==> config.mk <==
export PLATFORM = sky130hd
export DESIGN_NAME = serial_shift_port
export DESIGN_NICKNAME = d
export VERILOG_FILES = /design/src/rtl/ssp_pkg.sv /design/src/rtl/ssp_ctrl.sv /design/src/rtl/ssp_datapath.sv /design/src/rtl/serial_shift_port.sv
export SDC_FILE = /design/constraint.sdc
export NUM_CORES = 1
export LEC_CHECK = 0
export BUFFER_PORTS_ARGS = -buffer_cell sky130_fd_sc_hd__buf_4
export CORE_MARGIN = 5
export CORE_UTILIZATION = 54
export CTS_CLUSTER_DIAMETER = 80
export CTS_CLUSTER_SIZE = 25
export DETAILED_ROUTE_END_ITERATION = 8
export PLACE_DENSITY = 0.82
export SLEW_MARGIN = 10
export SYNTH_ARGS = -nofsm -noshare
export SYNTH_HDL_FRONTEND = slang
export SYNTH_SLANG_ARGS = --single-unit
==> constraint.sdc <==
create_clock -name clk -period 2.5 [get_ports clk]
set_input_delay 0.375 -clock clk [delete_from_list [all_inputs] [get_ports clk]]
set_output_delay 0.375 -clock clk [all_outputs]
set_load 0.01 [all_outputs]
==> src/rtl/ssp_pkg.sv <==
package ssp_pkg;
  typedef struct packed {
    logic load;
    logic fall;
    logic rise;
  } sspStrobe_t;
endpackage

==> src/rtl/ssp_ctrl.sv <==
module ssp_ctrl
  import ssp_pkg::*;
#(
  parameter int DATA_W  = 8,
  parameter int HALF_R0 = 1,
  parameter int HALF_R1 = 2,
  parameter int HALF_R2 = 8,
  parameter int HALF_R3 = 16
) (
  input  logic       clk,
  input  logic       rstN,
  input  logic       cfgEnable,
  input  logic       cfgMaster,
  input  logic [1:0] cfgRate,
  input  logic       txWrite,
  input  logic       rxRead,
  input  logic       sckIn,
  output sspStrobe_t strobe,
  output logic       busy,
  output logic       sckOut,
  output logic       doneFlag,
  output logic       collFlag
);
  // HALF_R3 is the largest half period and sizes the divider counter
  localparam int CNT_W = $clog2(HALF_R3 + 1);
  localparam int BIT_W = $clog2(DATA_W);

  logic [CNT_W-1:0] divCnt, halfSel;
  logic [BIT_W-1:0] bitCnt;
  logic sckInt, syncA, syncB, syncC;
  logic tick, extFall, extRise, slaveOn, masterStart, slaveStart, lastRise;

  always_comb begin
    case (cfgRate)
      2'd0:    halfSel = CNT_W'(HALF_R0);
      2'd1:    halfSel = CNT_W'(HALF_R1);
      2'd2:    halfSel = CNT_W'(HALF_R2);
      default: halfSel = CNT_W'(HALF_R3);
    endcase
  end

  assign tick        = busy && cfgMaster && (divCnt == halfSel - CNT_W'(1));
  assign extFall     = syncC && !syncB;
  assign extRise     = !syncC && syncB;
  assign slaveOn     = cfgEnable && !cfgMaster;
  assign masterStart = txWrite && !busy && cfgEnable && cfgMaster;
  assign slaveStart  = slaveOn && !busy && extFall;

  always_comb begin
    strobe.load = txWrite && !busy;
    strobe.fall = (tick && sckInt) || (slaveOn && extFall);
    strobe.rise = (tick && !sckInt) || (slaveOn && busy && extRise);
  end

  assign lastRise = strobe.rise && (bitCnt == BIT_W'(DATA_W - 1));
  assign sckOut   = sckInt;

  always_ff @(posedge clk or negedge rstN) begin
    if (!rstN) begin
      syncA <= 1'b1;
      syncB <= 1'b1;
      syncC <= 1'b1;
    end else begin
      syncA <= sckIn;
      syncB <= syncA;
      syncC <= syncB;
    end
  end

  always_ff @(posedge clk or negedge rstN) begin
    if (!rstN) begin
      busy   <= 1'b0;
      sckInt <= 1'b1;
      divCnt <= '0;
      bitCnt <= '0;
    end else if (!cfgEnable) begin
      busy   <= 1'b0;
      sckInt <= 1'b1;
      divCnt <= '0;
      bitCnt <= '0;
    end else if (!busy) begin
      busy   <= masterStart || slaveStart;
      sckInt <= 1'b1;
      divCnt <= '0;
      bitCnt <= '0;
    end else begin
      if (lastRise) busy <= 1'b0;
      if (tick) sckInt <= !sckInt;
      if (cfgMaster) divCnt <= tick ? '0 : divCnt + CNT_W'(1);
      if (strobe.rise) bitCnt <= bitCnt + BIT_W'(1);
    end
  end

  always_ff @(posedge clk or negedge rstN) begin
    if (!rstN) begin
      doneFlag <= 1'b0;
      collFlag <= 1'b0;
    end else begin
      if (lastRise) doneFlag <= 1'b1;
      else if (rxRead) doneFlag <= 1'b0;
      if (txWrite && busy) collFlag <= 1'b1;
      else if (rxRead) collFlag <= 1'b0;
    end
  end
endmodule

==> src/rtl/ssp_datapath.sv <==
module ssp_datapath
  import ssp_pkg::*;
#(
  parameter int DATA_W = 8
) (
  input  logic              clk,
  input  logic              rstN,
  input  sspStrobe_t        strobe,
  input  logic              cfgEnable,
  input  logic              cfgLsbFirst,
  input  logic              presetLevel,
  input  logic [DATA_W-1:0] txData,
  input  logic              sdi,
  output logic [DATA_W-1:0] rxData,
  output logic              sdo
);
  logic [DATA_W-1:0] shReg;
  logic sdoReg;

  always_ff @(posedge clk or negedge rstN) begin
    if (!rstN) begin
      shReg <= '0;
    end else if (strobe.load) begin
      shReg <= txData;
    end else if (strobe.rise) begin
      shReg <= cfgLsbFirst ? {sdi, shReg[DATA_W-1:1]} : {shReg[DATA_W-2:0], sdi};
    end
  end

  // while disabled the output stage tracks the preset so enabling is glitch free
  always_ff @(posedge clk or negedge rstN) begin
    if (!rstN) sdoReg <= 1'b0;
    else if (!cfgEnable) sdoReg <= presetLevel;
    else if (strobe.fall) sdoReg <= cfgLsbFirst ? shReg[0] : shReg[DATA_W-1];
  end

  assign sdo    = cfgEnable ? sdoReg : presetLevel;
  assign rxData = shReg;
endmodule

==> src/rtl/serial_shift_port.sv <==
module serial_shift_port
  import ssp_pkg::*;
#(
  parameter int DATA_W  = 8,
  parameter int HALF_R0 = 1,
  parameter int HALF_R1 = 2,
  parameter int HALF_R2 = 8,
  parameter int HALF_R3 = 16
) (
  input  logic              clk,
  input  logic              rstN,
  input  logic              cfgEnable,
  input  logic              cfgMaster,
  input  logic              cfgLsbFirst,
  input  logic [1:0]        cfgRate,
  input  logic              presetLevel,
  input  logic              txWrite,
  input  logic [DATA_W-1:0] txData,
  input  logic              rxRead,
  output logic [DATA_W-1:0] rxData,
  output logic              doneFlag,
  output logic              collFlag,
  input  logic              sckIn,
  output logic              sckOut,
  input  logic              sdi,
  output logic              sdo
);
  sspStrobe_t strobe;
  logic busy;

  ssp_ctrl #(
    .DATA_W(DATA_W), .HALF_R0(HALF_R0), .HALF_R1(HALF_R1),
    .HALF_R2(HALF_R2), .HALF_R3(HALF_R3)
  ) ctrl_i (
    .clk(clk), .rstN(rstN), .cfgEnable(cfgEnable), .cfgMaster(cfgMaster),
    .cfgRate(cfgRate), .txWrite(txWrite), .rxRead(rxRead), .sckIn(sckIn),
    .strobe(strobe), .busy(busy), .sckOut(sckOut),
    .doneFlag(doneFlag), .collFlag(collFlag)
  );

  ssp_datapath #(.DATA_W(DATA_W)) dp_i (
    .clk(clk), .rstN(rstN), .strobe(strobe), .cfgEnable(cfgEnable),
    .cfgLsbFirst(cfgLsbFirst), .presetLevel(presetLevel), .txData(txData),
    .sdi(sdi), .rxData(rxData), .sdo(sdo)
  );
endmodule

# ---- Word-level counts from Yosys, hierarchy flattened
# Cells that the tools add are included.
dict set report totals {
  reg_bits 24
  output_inout_bits 12
  in_bits 20
}
dict set report classes {
  mux 24
  n_reduce_logical 29
  eq_ne 8
  n_addsub 3
}
# cell n
set ops {}
lappend ops {{$mux W8} 3}
lappend ops {{$mux W5} 4}
lappend ops {{$logic_and A1 B1 Y1} 17}
lappend ops {{$pmux W5 S3} 1}
lappend ops {{$mux W1} 13}
lappend ops {{$mux W3} 3}
lappend ops {{$ne A3 B3 Y1 const B} 2}
lappend ops {{$reduce_bool A2 Y1} 3}
lappend ops {{$add A5 B1 Y5 const B} 1}
lappend ops {{$eq A5 B5 Y1} 1}
lappend ops {{$logic_not A1 Y1} 5}
lappend ops {{$sub A5 B1 Y5 const B} 1}
lappend ops {{$add A3 B1 Y3 const B} 1}
lappend ops {{$eq A3 B3 Y1 const B} 1}
lappend ops {{$logic_or A1 B1 Y1} 3}
lappend ops {{$ne A3 B2 Y1 const B} 1}
lappend ops {{$eq A2 B1 Y1 const B} 1}
lappend ops {{$eq A2 B2 Y1 const B} 1}
lappend ops {{$logic_not A2 Y1} 1}
lappend ops {{$ne A2 B1 Y1 const B} 1}

# ---- Depth between registers and ports, before layout
dict set report depth {
  depth_word 11
  depth_mapped 7
}

# ---- Hierarchy
# A second synthesis with hierarchy kept.
dict set report unflattened {
  hier_cells 129
  hier_area_um2 1350.0
}
# module seq_area_each_um2 n_inst area_per_inst_um2 cells_per_inst
set by_module_without_submodules {}
lappend by_module_without_submodules {ssp_ctrl 380.4 1 802.0 77}
lappend by_module_without_submodules {ssp_datapath 225.2 1 548.0 52}

# ---- Worst setup path after synthesis
# No wires, ideal clock.
dict set report synth_timing {
  path_type {in2reg}
  start {in cfgRate[1]}
  end {reg dp_i.sdoReg}
  required_time_ns 2.372
  cell_stages 6
  setup_ns 0.128
  path_slack_ns 0.299
  path_buffers 0
  arrival_ns 2.074
  path_cell_list {or2_2 > ha_1 > xnor2_1 > or3_1 > o31ai_4 > mux2_1}
}
dict set report synth_via {
  elab_chain_len 8
  word_cells_on_any_way 10
  classes_between {add/sub (1); eq/ne (4); mux (1); reduce/logical (4)}
}
# item line_no
set synth_rtl {}
lappend synth_rtl {{start, declared} serial_shift_port.sv:15} ;# input logic [1:0] cfgRate,
lappend synth_rtl {{$eq A2 B2 Y1 (tied with other cells)} ssp_ctrl.sv:34} ;# case (cfgRate)
lappend synth_rtl {{$pmux W5 S3 *} ssp_ctrl.sv:34}
lappend synth_rtl {{$sub A5 B1 Y5 *} ssp_ctrl.sv:42} ;# assign tick = busy && cfgMaster && (divCnt == halfSel - CNT_W'(1));
lappend synth_rtl {{$eq A5 B5 Y1 *} ssp_ctrl.sv:42}
lappend synth_rtl {{$logic_and A1 B1 Y1 *} ssp_ctrl.sv:42}
lappend synth_rtl {{$logic_and A1 B1 Y1 *} ssp_ctrl.sv:51} ;# strobe.fall = (tick && sckInt) || (slaveOn && extFall);
lappend synth_rtl {{$logic_or A1 B1 Y1 *} ssp_ctrl.sv:51}
lappend synth_rtl {{$ne A2 B1 Y1 (no line) *} --}
lappend synth_rtl {{end signal, assigned} ssp_datapath.sv:33} ;# else if (!cfgEnable) sdoReg <= presetLevel;
lappend synth_rtl {{end signal, assigned} ssp_datapath.sv:34} ;# else if (strobe.fall) sdoReg <= cfgLsbFirst ? shReg[0] : shReg[DATA_W-1];
lappend synth_rtl {{end, declared} ssp_datapath.sv:18} ;# logic sdoReg;
# Mark *: on every way between the ends. The rest lies on a longest branch, timed or not.
# A chain may end at the register's enable or synchronous reset.

# ---- Worst setup path in the final report
# Same ends and word-level chain as after synthesis.

==> results.json <==
{
  "status": "completed",
  "synth.most_common_cell": "dfrtp_1",
  "layout_setup_ws_ns": 0.475,
  "final_hold_viol_count": 0,
  "dieWidth_um": 63.7,
  "ys.flop_type": "dfrtp_1",
  "die-area_mm2": 0.00406,
  "avgSynthCellArea_um2": 9.12,
  "syn_to_final_growth_pct": 19.9,
  "grt_overflow": 0,
  "slew_viol_final": 0,
  "fin_tns_setup_ns": 0,
  "min_period_ns": 2.02,
  "worstPathArrival_ns": 2.25,
  "cap_viol_max_count": 0,
  "clk_latency_ns": 0.32,
  "start_util_pct": 56.5,
  "p_leak_uw": 0.000837,
  "fin_nets": 224,
  "fmax_mhz": 494,
  "p_total_uw": 946,
  "synth_seq_cells": 24,
  "critPathCaptureType": "register",
  "required_ns": 2.72,
  "finalClockSkew_ns": 0.00273,
  "dr_total_vias": 1366,
  "peakVddDrop_v": 0.000340,
  "grt_use_met3_pct": 3.85,
  "yosys.area.top_type": "dfrtp_1",
  "async_reset_ff_share_pct": 100,
  "yosys-top-cells-count": "dfrtp_1, nand3_1, a211oi_1, inv_1, o21ai_0",
  "synth-edff-count": 0,
  "synth_nets": 195,
  "wire_per_inst_um": 15.4,
  "ant_nets": 0,
  "grt.met2_usage_pct": 30.7,
  "routabilityCongestion": 0.848,
  "syn_inst": 171,
  "synth_top_area_share_pct": 32.1,
  "grtUsageTotal_pct": 18.6,
  "fp.coreArea_mm2": 0.00276,
  "ys_top_cells_by_area": "dfrtp_1, a211oi_1, dfstp_2",
  "preCtsSetupSlack_ns": 0.128,
  "power_density_mw_per_mm2": 506,
  "cts_made_buffers": 3,
  "busiest_layer": "met2",
  "initialDrtViolationCount": 106,
  "ys_seq_area_share_pct": 38.8,
  "synthDistinctLibCells": 41,
  "grt_max_degree": 25,
  "period_share_pct": 81.0,
  "syn_area_mm2": 0.00156,
  "routed_via_density": 5.94,
  "postCtsSetupRepairBufs": 0,
  "dp_hpwl_mm": 2.61,
  "drt-total-wl_mm": 3.54,
  "antenna_found_initial": 0,
  "cts_htree_levels": 1,
  "cts-root-buf": "clkbuf_4",
  "path_class": "input port to register",
  "cp_max_fo": 5,
  "tightest_slew_ns": 0.574,
  "ys_warn_count": 0,
  "grt_first_pass_wirelength_mm": 6.22,
  "globalRouteMet1Util_pct": 24.5,
  "cts_tree": "yes",
  "cts_buffer_depth": 2,
  "layout-drive-gt1-share_pct": 26.1,
  "fp.dieH_um": 63.7,
  "grt_setup_unrepaired": "no",
  "num_antenna_cells": 0,
  "io_buffers": 31,
  "hp-class": "input port to register",
  "start_kind": "input port",
  "rows": 19,
  "grt_pass1_vias": 1394,
  "drc": 0,
  "cts_sinks": 24,
  "num_io_pins": 32,
  "relSlewSlack_pct": 61.6,
  "setup_violations": 0,
  "drt_pass1_iterations": 4,
  "cts.clk_slew.worst_paths_ns": 0.13
}
## worst max-delay path, stage by stage
cell	delay (ns)
buf_4	0.12
or2_2	0.29
ha_1	0.30
xnor2_1	0.18
or3_1	0.43
o31ai_4	0.20
mux2_1	0.35
## logic make-up (layout without fill, tap and decap cells)
family / after synthesis / count (layout) / synth area share [%]
and+or+nand+nor: 60 / 60 / 22.1
buffers and inverters: 23 / 51 / 5.86
AOI/OAI and AO/OA: 48 / 48 / 22.6
xor gates and xnor gates: 5 / 5 / 2.81
muxes: 7 / 7 / 4.65
adders and majority gates: 4 / 4 / 3.21
DFF: 24 / 24 / 38.8
## cells in the final DEF, fill, tap and decap left out, types with 2 or more instances in the layout
cell / n
nor3b_1: 2
dfrtp_1: 20
a211oi_1: 15
buf_4: 34
nand2b_1: 5
o22ai_1: 2
nor3_1: 2
nor2b_1: 3
inv_1: 12
a21oi_1: 5
o21ai_0: 11
a22oi_1: 8
ha_1: 4
nor2_1: 10
and2_1: 2
dfstp_2: 4
clkbuf_4: 3
mux2i_1: 5
nand3_1: 17
xor2_1: 4
nand2_1: 9
## state kept, by name, summed over array words and instances, names as in the netlist
name             flops
ctrl_i.syncC         1
ctrl_i.busy          1
ctrl_i.collFlag      1
dp_i.rxData          8
ctrl_i.doneFlag      1
ctrl_i.sckOut        1
ctrl_i.bitCnt        3
ctrl_i.syncA         1
ctrl_i.syncB         1
ctrl_i.divCnt        5
dp_i.sdoReg          1
## layer usage
metal | vias to the layer above | part of all wire [%]
met2 | 31 | 48
met5 | - | 0
met3 | 4 | 4.9
met1 | 653 | 46
li1 | 678 | -
met4 | 0 | 1.0
## report_power, final
group / leakage [uW] / switching [uW] / total, uW / internal (uW)
clock network: 0.0000279 / 125 / 287 / 162
logic: 0.000506 / 114 / 216 / 102
registers: 0.000303 / 25.3 / 443 / 417
## metrics by stage
step                hold WS, ns  std cells  instance area [um^2]  utilization [%]
floorplan                0.0794        171                  1560                -
global placement          0.292        225                  1810             65.5
detailed placement        0.290        225                  1810             65.5
CTS                       0.129        230                  1870             67.8
global route              0.124        230                  1870             67.8
finish                    0.141        230                  1870             67.8
## repair_timing
action,CTS,global route
hold buffers,1,0
resized for setup,0,0
endpoints found under the hold margin,20,0
endpoints found under the setup margin,0,0
## path summary, 6_finish.rpt
path / from / end / slack [ns] / cells past startpoint
worst max-delay path: cfgRate[1] / dp_i.sdoReg$_DFFE_PN0P_ / 0.48 / 7
worst max register to register: ctrl_i.divCnt[0]$_DFFE_PN0N_ / dp_i.sdoReg$_DFFE_PN0P_ / 0.58 / 4
worst min register to register: ctrl_i.syncA$_DFF_PN1_ / ctrl_i.syncB$_DFF_PN1_ / 0.37 / 0
worst min-delay path: sckIn / ctrl_i.syncA$_DFF_PN1_ / 0.14 / 1
min in group asynchronous: rstN / dp_i.rxData[4]$_DFFE_PN0P_ / 0.47 / 2
max in group asynchronous: rstN / ctrl_i.syncC$_DFF_PN1_ / 1.74 / 2
## final cells by class
cell class                      instances  area [um^2]
Fill cell                             224          888
Multi-Input combinational cell        124          862
Sequential cell                        24          606
Timing Repair Buffer                   35          265
Inverter                               12         45.0
Tap cell                               31         38.8
Clock inverter                          1         30.0
Clock buffer                            3         22.5
Note: power is estimated with default switching activity, not from simulation.
